**src/rtl/tsc_pkg.sv**
```systemverilog
package tsc_pkg;

    localparam int BUS_W  = 32;  // register word width
    localparam int EN_POS = 8;   // run-control bit in the high word

    typedef enum logic {
        CNT_OFF,
        CNT_RUN
    } cnt_state_e;

    typedef enum logic {
        RD_LIVE,
        RD_HELD
    } rd_state_e;

endpackage

```
**src/rtl/tsc_core.sv**
```systemverilog
module tsc_core
    import tsc_pkg::*;
#(
    parameter int CNT_W = 40
) (
    input  logic             clk,
    input  logic             rst_n,
    input  logic             tick,
    input  logic             wr_ctl,   // high-word write strobe
    input  logic             ctl_en,   // run bit carried by that write
    output logic [CNT_W-1:0] cnt_q,
    output logic             run
);

    cnt_state_e state_q, state_nx;

    // state register
    always_ff @(posedge clk) begin
        if (!rst_n) state_q <= CNT_OFF;
        else        state_q <= state_nx;
    end

    // transitions START / HALT
    always_comb begin
        state_nx = state_q;
        unique case (state_q)
            CNT_OFF: if (wr_ctl && ctl_en)  state_nx = CNT_RUN;
            CNT_RUN: if (wr_ctl && !ctl_en) state_nx = CNT_OFF;
        endcase
    end

    // outputs: count register and run flag
    always_ff @(posedge clk) begin
        if (!rst_n)                         cnt_q <= '0;
        else if (wr_ctl && !ctl_en)         cnt_q <= '0;
        else if (state_q == CNT_RUN && tick) cnt_q <= cnt_q + CNT_W'(1);
    end

    assign run = (state_q == CNT_RUN);

    a_r2_step: assert property (@(posedge clk) disable iff (!rst_n)
        (run && tick && !wr_ctl) |=> cnt_q == $past(cnt_q) + CNT_W'(1));

    a_r2_hold: assert property (@(posedge clk) disable iff (!rst_n)
        (!run && !wr_ctl) |=> $stable(cnt_q));

    a_r6_start: assert property (@(posedge clk) disable iff (!rst_n)
        (wr_ctl && ctl_en) |=> run);

    a_r10_clear: assert property (@(posedge clk) disable iff (!rst_n)
        (wr_ctl && !ctl_en) |=> (cnt_q == '0 && !run));

    a_r8_wrap: assert property (@(posedge clk) disable iff (!rst_n)
        (run && tick && !wr_ctl && cnt_q == '1) |=> cnt_q == '0);

endmodule

```
**src/rtl/tsc_readport.sv**
```systemverilog
module tsc_readport
    import tsc_pkg::*;
#(
    parameter int CNT_W = 40,
    parameter int LO_W  = 32
) (
    input  logic             clk,
    input  logic             rst_n,
    input  logic             rd_any,
    input  logic             rd_lo,
    input  logic             rd_hi,
    input  logic [CNT_W-1:0] cnt,
    input  logic             run,
    output logic [BUS_W-1:0] rdata,
    output logic             rvalid
);

    localparam int HI_W = CNT_W - LO_W;  // must lie in 1..EN_POS

    rd_state_e         state_q, state_nx;
    logic [HI_W-1:0]   shadow_q;
    logic [HI_W-1:0]   hi_sel;
    logic [BUS_W-1:0]  lo_word, hi_word;

    // state register plus shadow copy
    always_ff @(posedge clk) begin
        if (!rst_n) begin
            state_q  <= RD_LIVE;
            shadow_q <= '0;
        end else begin
            state_q <= state_nx;
            if (rd_lo) shadow_q <= cnt[CNT_W-1:LO_W];
        end
    end

    // transitions LATCH / RELEASE
    always_comb begin
        state_nx = state_q;
        unique case (state_q)
            RD_LIVE: if (rd_lo) state_nx = RD_HELD;
            RD_HELD: if (rd_hi) state_nx = RD_LIVE;
        endcase
    end

    always_comb begin
        hi_sel          = (state_q == RD_HELD) ? shadow_q : cnt[CNT_W-1:LO_W];
        lo_word         = BUS_W'(cnt[LO_W-1:0]);
        hi_word         = '0;
        hi_word[HI_W-1:0] = hi_sel;
        hi_word[EN_POS] = run;
    end

    // output register
    always_ff @(posedge clk) begin
        if (!rst_n) begin
            rdata  <= '0;
            rvalid <= 1'b0;
        end else begin
            rvalid <= rd_any;
            if (rd_lo)       rdata <= lo_word;
            else if (rd_hi)  rdata <= hi_word;
            else             rdata <= '0;
        end
    end

    a_r3_valid: assert property (@(posedge clk) disable iff (!rst_n)
        rd_any |=> rvalid);

    a_r3_novalid: assert property (@(posedge clk) disable iff (!rst_n)
        !rd_any |=> !rvalid);

    a_r3_low_data: assert property (@(posedge clk) disable iff (!rst_n)
        rd_lo |=> rdata == BUS_W'($past(cnt[LO_W-1:0])));

    a_r4_run_bit: assert property (@(posedge clk) disable iff (!rst_n)
        rd_hi |=> rdata[EN_POS] == $past(run));

    a_r5_pair: assert property (@(posedge clk) disable iff (!rst_n)
        (rd_lo ##1 rd_hi) |=> rdata[HI_W-1:0] == $past(cnt[CNT_W-1:LO_W], 2));

    a_r9_other: assert property (@(posedge clk) disable iff (!rst_n)
        (rd_any && !rd_lo && !rd_hi) |=> rdata == '0);

endmodule

```
**src/rtl/tsc_timestamp.sv**
```systemverilog
module tsc_timestamp
    import tsc_pkg::*;
#(
    parameter int CNT_W  = 40,
    parameter int LO_W   = 32,
    parameter int ADDR_W = 3
) (
    input  logic              clk,
    input  logic              rst_n,
    input  logic              tick,
    input  logic              bus_sel,
    input  logic              bus_wr,
    input  logic [ADDR_W-1:0] bus_addr,
    input  logic [31:0]       bus_wdata,
    output logic [31:0]       bus_rdata,
    output logic              bus_rvalid
);

    logic              hit_lo, hit_hi;
    logic              rd_any, rd_lo, rd_hi, wr_ctl;
    logic [CNT_W-1:0]  cnt;
    logic              run;
    logic              unused_wdata;

    assign hit_lo = (bus_addr == ADDR_W'(0));
    assign hit_hi = (bus_addr == ADDR_W'(4));
    assign rd_any = bus_sel && !bus_wr;
    assign rd_lo  = rd_any && hit_lo;
    assign rd_hi  = rd_any && hit_hi;
    assign wr_ctl = bus_sel && bus_wr && hit_hi;
    assign unused_wdata = ^bus_wdata;

    tsc_core #(.CNT_W(CNT_W)) u_core (
        .clk    (clk),
        .rst_n  (rst_n),
        .tick   (tick),
        .wr_ctl (wr_ctl),
        .ctl_en (bus_wdata[EN_POS]),
        .cnt_q  (cnt),
        .run    (run)
    );

    tsc_readport #(.CNT_W(CNT_W), .LO_W(LO_W)) u_rd (
        .clk    (clk),
        .rst_n  (rst_n),
        .rd_any (rd_any),
        .rd_lo  (rd_lo),
        .rd_hi  (rd_hi),
        .cnt    (cnt),
        .run    (run),
        .rdata  (bus_rdata),
        .rvalid (bus_rvalid)
    );

endmodule

```
**config.mk**
```make
export PLATFORM = sky130hd
export DESIGN_NAME = tsc_timestamp
export DESIGN_NICKNAME = d
export VERILOG_FILES = /design/src/rtl/tsc_pkg.sv /design/src/rtl/tsc_core.sv /design/src/rtl/tsc_readport.sv /design/src/rtl/tsc_timestamp.sv
export SDC_FILE = /design/constraint.sdc
export NUM_CORES = 1
export LEC_CHECK = 0
export BUFFER_PORTS_ARGS = -buffer_cell sky130_fd_sc_hd__buf_4
export CAP_MARGIN = 20
export CORE_MARGIN = 1
export CORE_UTILIZATION = 47
export DETAILED_ROUTE_END_ITERATION = 16
export GPL_ROUTABILITY_DRIVEN = 0
export PLACE_DENSITY = 0.82
export SLEW_MARGIN = 0
export SYNTH_ARGS = -nofsm -noshare
export SYNTH_HDL_FRONTEND = slang
export SYNTH_SLANG_ARGS = --single-unit
```
**constraint.sdc**
```tcl
create_clock -name clk -period 5 [get_ports clk]
set_input_delay 0.5 -clock clk [delete_from_list [all_inputs] [get_ports clk]]
set_output_delay 0.5 -clock clk [all_outputs]
set_load 0.01 [all_outputs]
```
# --- After elaboration in Yosys (flattened, before gate mapping) ---
# Index checks and enable logic that the tools add are counted.
op_classes:
  n_reduce_logical: 12
  n_eq_ne: 1
  bitwise: 3
  n_mux: 9
  n_addsub: 1
op_table:
  columns: ["cell", "count"]
  rows:
  - ["adder 40 x 1 -> 40 bit (second input constant)", 1]
  - ["2-to-1 mux 32 bit", 1]
  - ["2-to-1 mux 9 bit", 1]
  - ["logical AND 1 bit", 8]
  - ["2-to-1 mux 8 bit", 1]
  - ["2-to-1 mux 1 bit", 4]
  - ["case mux 1 bit (2 select lines)", 2]
  - ["== test 3 bit (second input constant)", 1]
  - ["zero test 3 bit", 1]
  - ["inverter 1 bit", 3]
  - ["zero test 1 bit", 2]
  - ["OR reduction 2 bit", 1]
totals:
  elab_cells: 32
  output_inout_bits: 33
  in_bits: 40
  regBits: 83

# --- Logic depth before layout (Yosys ltp) ---
logic_depth:
  ltp_word: 5
  mapped_depth: 6
  ltp_nobuf: 6

# --- Cells and area by module ---
# From an unflattened synthesis, not the netlist that was laid out.
hier_totals:
  hier_cells: 365
  area_unflattened_um2: 3522.1
by_module_without_submodules:
  columns: ["module", "area_per_inst_um2", "seq_area_each_um2", "cells_each", "n_inst"]
  rows:
  - ["tsc_core", 2084.5, 820.8, 247, 1]
  - ["tsc_readport", 1396.3, 840.8, 113, 1]
  - ["tsc_timestamp", 41.3, 0.0, 5, 1]

# --- Least setup slack after synthesis ---
# OpenSTA, ideal clock, no wires.
synth_path:
  path_kind: "register to register"
  start: "register u_core.cnt_q[0]"
  end: "register u_core.cnt_q[38]"
  setup_ns: 0.071
  required_time_ns: 4.929
  stages_incl_launch_ff: 7
  path_buffers: 0
  setup_slack_ns: 3.001
  arrival_ns: 1.928
  synth_period_minus_slack_ns: 1.999
  cell_sequence: "dfxtp_1 ha_1 nand4_1 nor4_4 nand2_4 or4_1 a21oi_1"
synth_between:
  elab_chain_len: 1
synth_rtl:
  columns: ["item", "line_no", "rtl"]
  rows:
  - ["start, declared", "tsc_core.sv:11", "output logic [CNT_W-1:0] cnt_q,"]
  - ["start signal, assigned", "tsc_core.sv:36", "else if (state_q == CNT_RUN && tick) cnt_q <= cnt_q + CNT_W'(1);"]
  - ["adder 40 x 1 -> 40 bit", "tsc_core.sv:36", null]
# Every way passes these cells.
# A chain may end at the register's enable or synchronous reset.

# --- Worst setup path after layout ---
# Ends and elaborated chain as after synthesis.

==> reports/results.tsv <==
metric	value	unit
Final Hold Viols	0	
Post-Syn Nets	375	
CTS Buffer Depth	2	
Slew headroom	0.546	
I/O pins	73	
Total Routing Usage GR	0.197	
FMAX	0.431	GHz
WP data required	5.29	ns
final worst slack	2.68	ns
Die Wd	85.3	um
H-Tree Depth	3	
Static Leak	0.00152	uW
core area	6530	sq um
P&R area growth vs syn	17.9	%
total CTS buffers	9	
FFs w/ async S/R, synth	0	
remaining antenna violation count	0	
Final #Nets	415	
Startpoint Class	flop	
Final setup viols	0	
Main synth FF type	dfxtp_1	
Worst-path clk slew	0.08	ns
clk sinks	83	
Seq/Total Area, Yosys	0.510	
total gr overflow	0	
Setup TNS	0	ns
Int Power	918	uW
Clock Tree Root	clkbuf_8	
fraction of power consumed by sequential logic	0.559	
Synth Area per Inst	9.76	sq um
drt drc	0	
final setup skew	0.0101	ns
synthesized cell area	3260	sq um
synth unique cells	37	
routed length per instance	14.8	um
initial antenna violation count	0	
Syn. warnings	0	
final WL	6.75	mm
Initial DRT Pass Iterations	4	
Via Count	2560	
largest fanout on the critical path	7	
Pwr Density	309	nW/um^2
synth cell count leaders	dfxtp_1, and3_1, nor2_1, xor2_1, nand2_1	
Hold Path Class	primary input to flop	
hold slack	0.460	ns
Die H	85.3	um
Hold-fix buffers, CTS	0	
sw frac	0.226	
top-count cell post-synth	dfxtp_1	
CTS tree	yes	
worst slew pin tran	0.676	ns
Clk pwr share	0.422	
Cells after Synth	334	
crit path time final	2.32	ns
RSZ-0062 raised after global routing	no	
layout cells sized above 1	0.182	
top cells by area, synth	dfxtp_1, and3_1, xor2_1, mux2i_1, nor2_1	
pre-CTS setup slack	2.67	ns
maximum vdd drop	174	uV
slowest CP cell	or4_1	
post-synthesis register bit count	83	
Max Slew Vio Count	0	
setup bufs post-CTS	0	
CP endpoint kind	flop	
diodes inserted	0	
Total Die Area	7270	sq um
PnR Total Power	1190	uW
number of synthesized flops with an enable pin	0	
net load switching power	268	uW
PortBufs	41	
DP HPWL	4.60	mm
first-pass GRT wire length	11.1	mm
Cell Chain, Critical Path	ha_1 > nand4_1 > nor4_4 > nand2_4 > or4_1 > a21oi_1	
largest net degree at the start of global routing	42	
status	finished, final reports clean	
vias in the first global route	2355	
clock latency at the later pin of the worst-skew pair	0.37	ns
kind of critical path	flop to flop	
FP Rows	29	
via/cell ratio	5.61	
Max-Cap Viols	0	
CTS resizes	0	
Max stage delay on crit path	0.52	ns
critical path arrival	2.61	ns
share of the synthesized area in the top cell type	0.510	
Comb pwr share	0.020	
Yosys top cell by area	dfxtp_1	
DR iter-0 viols	186	
fin crit share	0.464	
Initial Utilization	0.499	
==> sequential cells by signal, indices dropped and copies added, names as in the netlist, named ones only <==
name,flops
u_rd.state_q,1
u_rd.rvalid,1
u_core.cnt_q,40
u_rd.shadow_q,8
u_rd.rdata,32
==> metal layers <==
metal  vias up  track usage  share of wire
met3        12       0.0486          0.054
met1      1195        0.262           0.46
met5         -            0              0
li1       1266            -              -
met2        87        0.301           0.47
met4         0       0.0970          0.022
==> stage by stage <==
| step | util | instances | instance area (sq um) |
|---|---|---|---|
| 2_1_floorplan | - | 334 | 3260 |
| 3_3_place_gp | 0.556 | 440 | 3630 |
| 3_5_place_dp | 0.556 | 440 | 3630 |
| 4_1_cts | 0.588 | 456 | 3840 |
| 5_1_grt | 0.588 | 456 | 3840 |
| 6_report | 0.588 | 456 | 3840 |
==> layout make-up <==
cell class                 instances  area [sq um]
tap                               77          96.3
sequential                        83          1660
inverter                           3          11.3
multi-input combinational        234          1540
clock buffer                      10           138
timing repair buffer              43           323
clock inverter                     6          71.3
fill                             555          2690
==> critical path, delay by kind of cell, from the launching register on <==
kind / cells / cell delay, ns
AND/OR/NAND/NOR: 4 / 1.36
flip-flops: 1 / 0.42
adder cells (fa/ha/maj): 1 / 0.30
AO/OA/AOI/OAI: 1 / 0.17
==> placed cells by master (no fill, tap or decap), types with 3 or more instances in the layout <==
master	count
a21oi_1	13
nand3_1	16
clkbuf_8	10
nand4_1	15
nand2_1	17
xor2_1	19
and3_1	34
o2bb2ai_1	9
inv_1	3
nor2b_1	10
and4_1	3
xnor2_1	9
o21ai_0	8
mux2i_1	16
nor2_1	31
or3_1	7
buf_4	43
dfxtp_1	83
nor4_1	3
==> worst paths after layout <==
check | slack, ns | to | cells past startpoint | from
setup reg to reg | 2.68 | u_core.cnt_q[38]$_SDFFE_PP0P_ | 6 | u_core.cnt_q[0]$_SDFFE_PP0P_
hold / removal | 0.46 | u_core.cnt_q[1]$_SDFFE_PP0P_ | 3 | tick
hold reg to reg | 0.51 | u_core.cnt_q[12]$_SDFFE_PP0P_ | 2 | u_core.cnt_q[12]$_SDFFE_PP0P_
setup / recovery | 2.68 | u_core.cnt_q[38]$_SDFFE_PP0P_ | 6 | u_core.cnt_q[0]$_SDFFE_PP0P_
==> logic make-up after synthesis <==
family,share of synthesized area
buffers and inverters,0.0196
DFF,0.510
and+or+nand+nor,0.274
xor gates and xnor gates,0.0752
adders and majority gates,0.00384
muxes,0.0491
AOI/OAI and AO/OA,0.0679
==> power by group through the flow <==
stage          clock network [uW]  logic [uW]  registers, uW
3_5_place_dp                    0        23.1            678
5_1_grt                       539        25.4            663
4_1_cts                       512        23.1            662
3_3_place_gp                    0        22.7            678
6_report                      500        23.1            662
2_1_floorplan                   0        12.6            677
(Power assumes the default switching activity.)
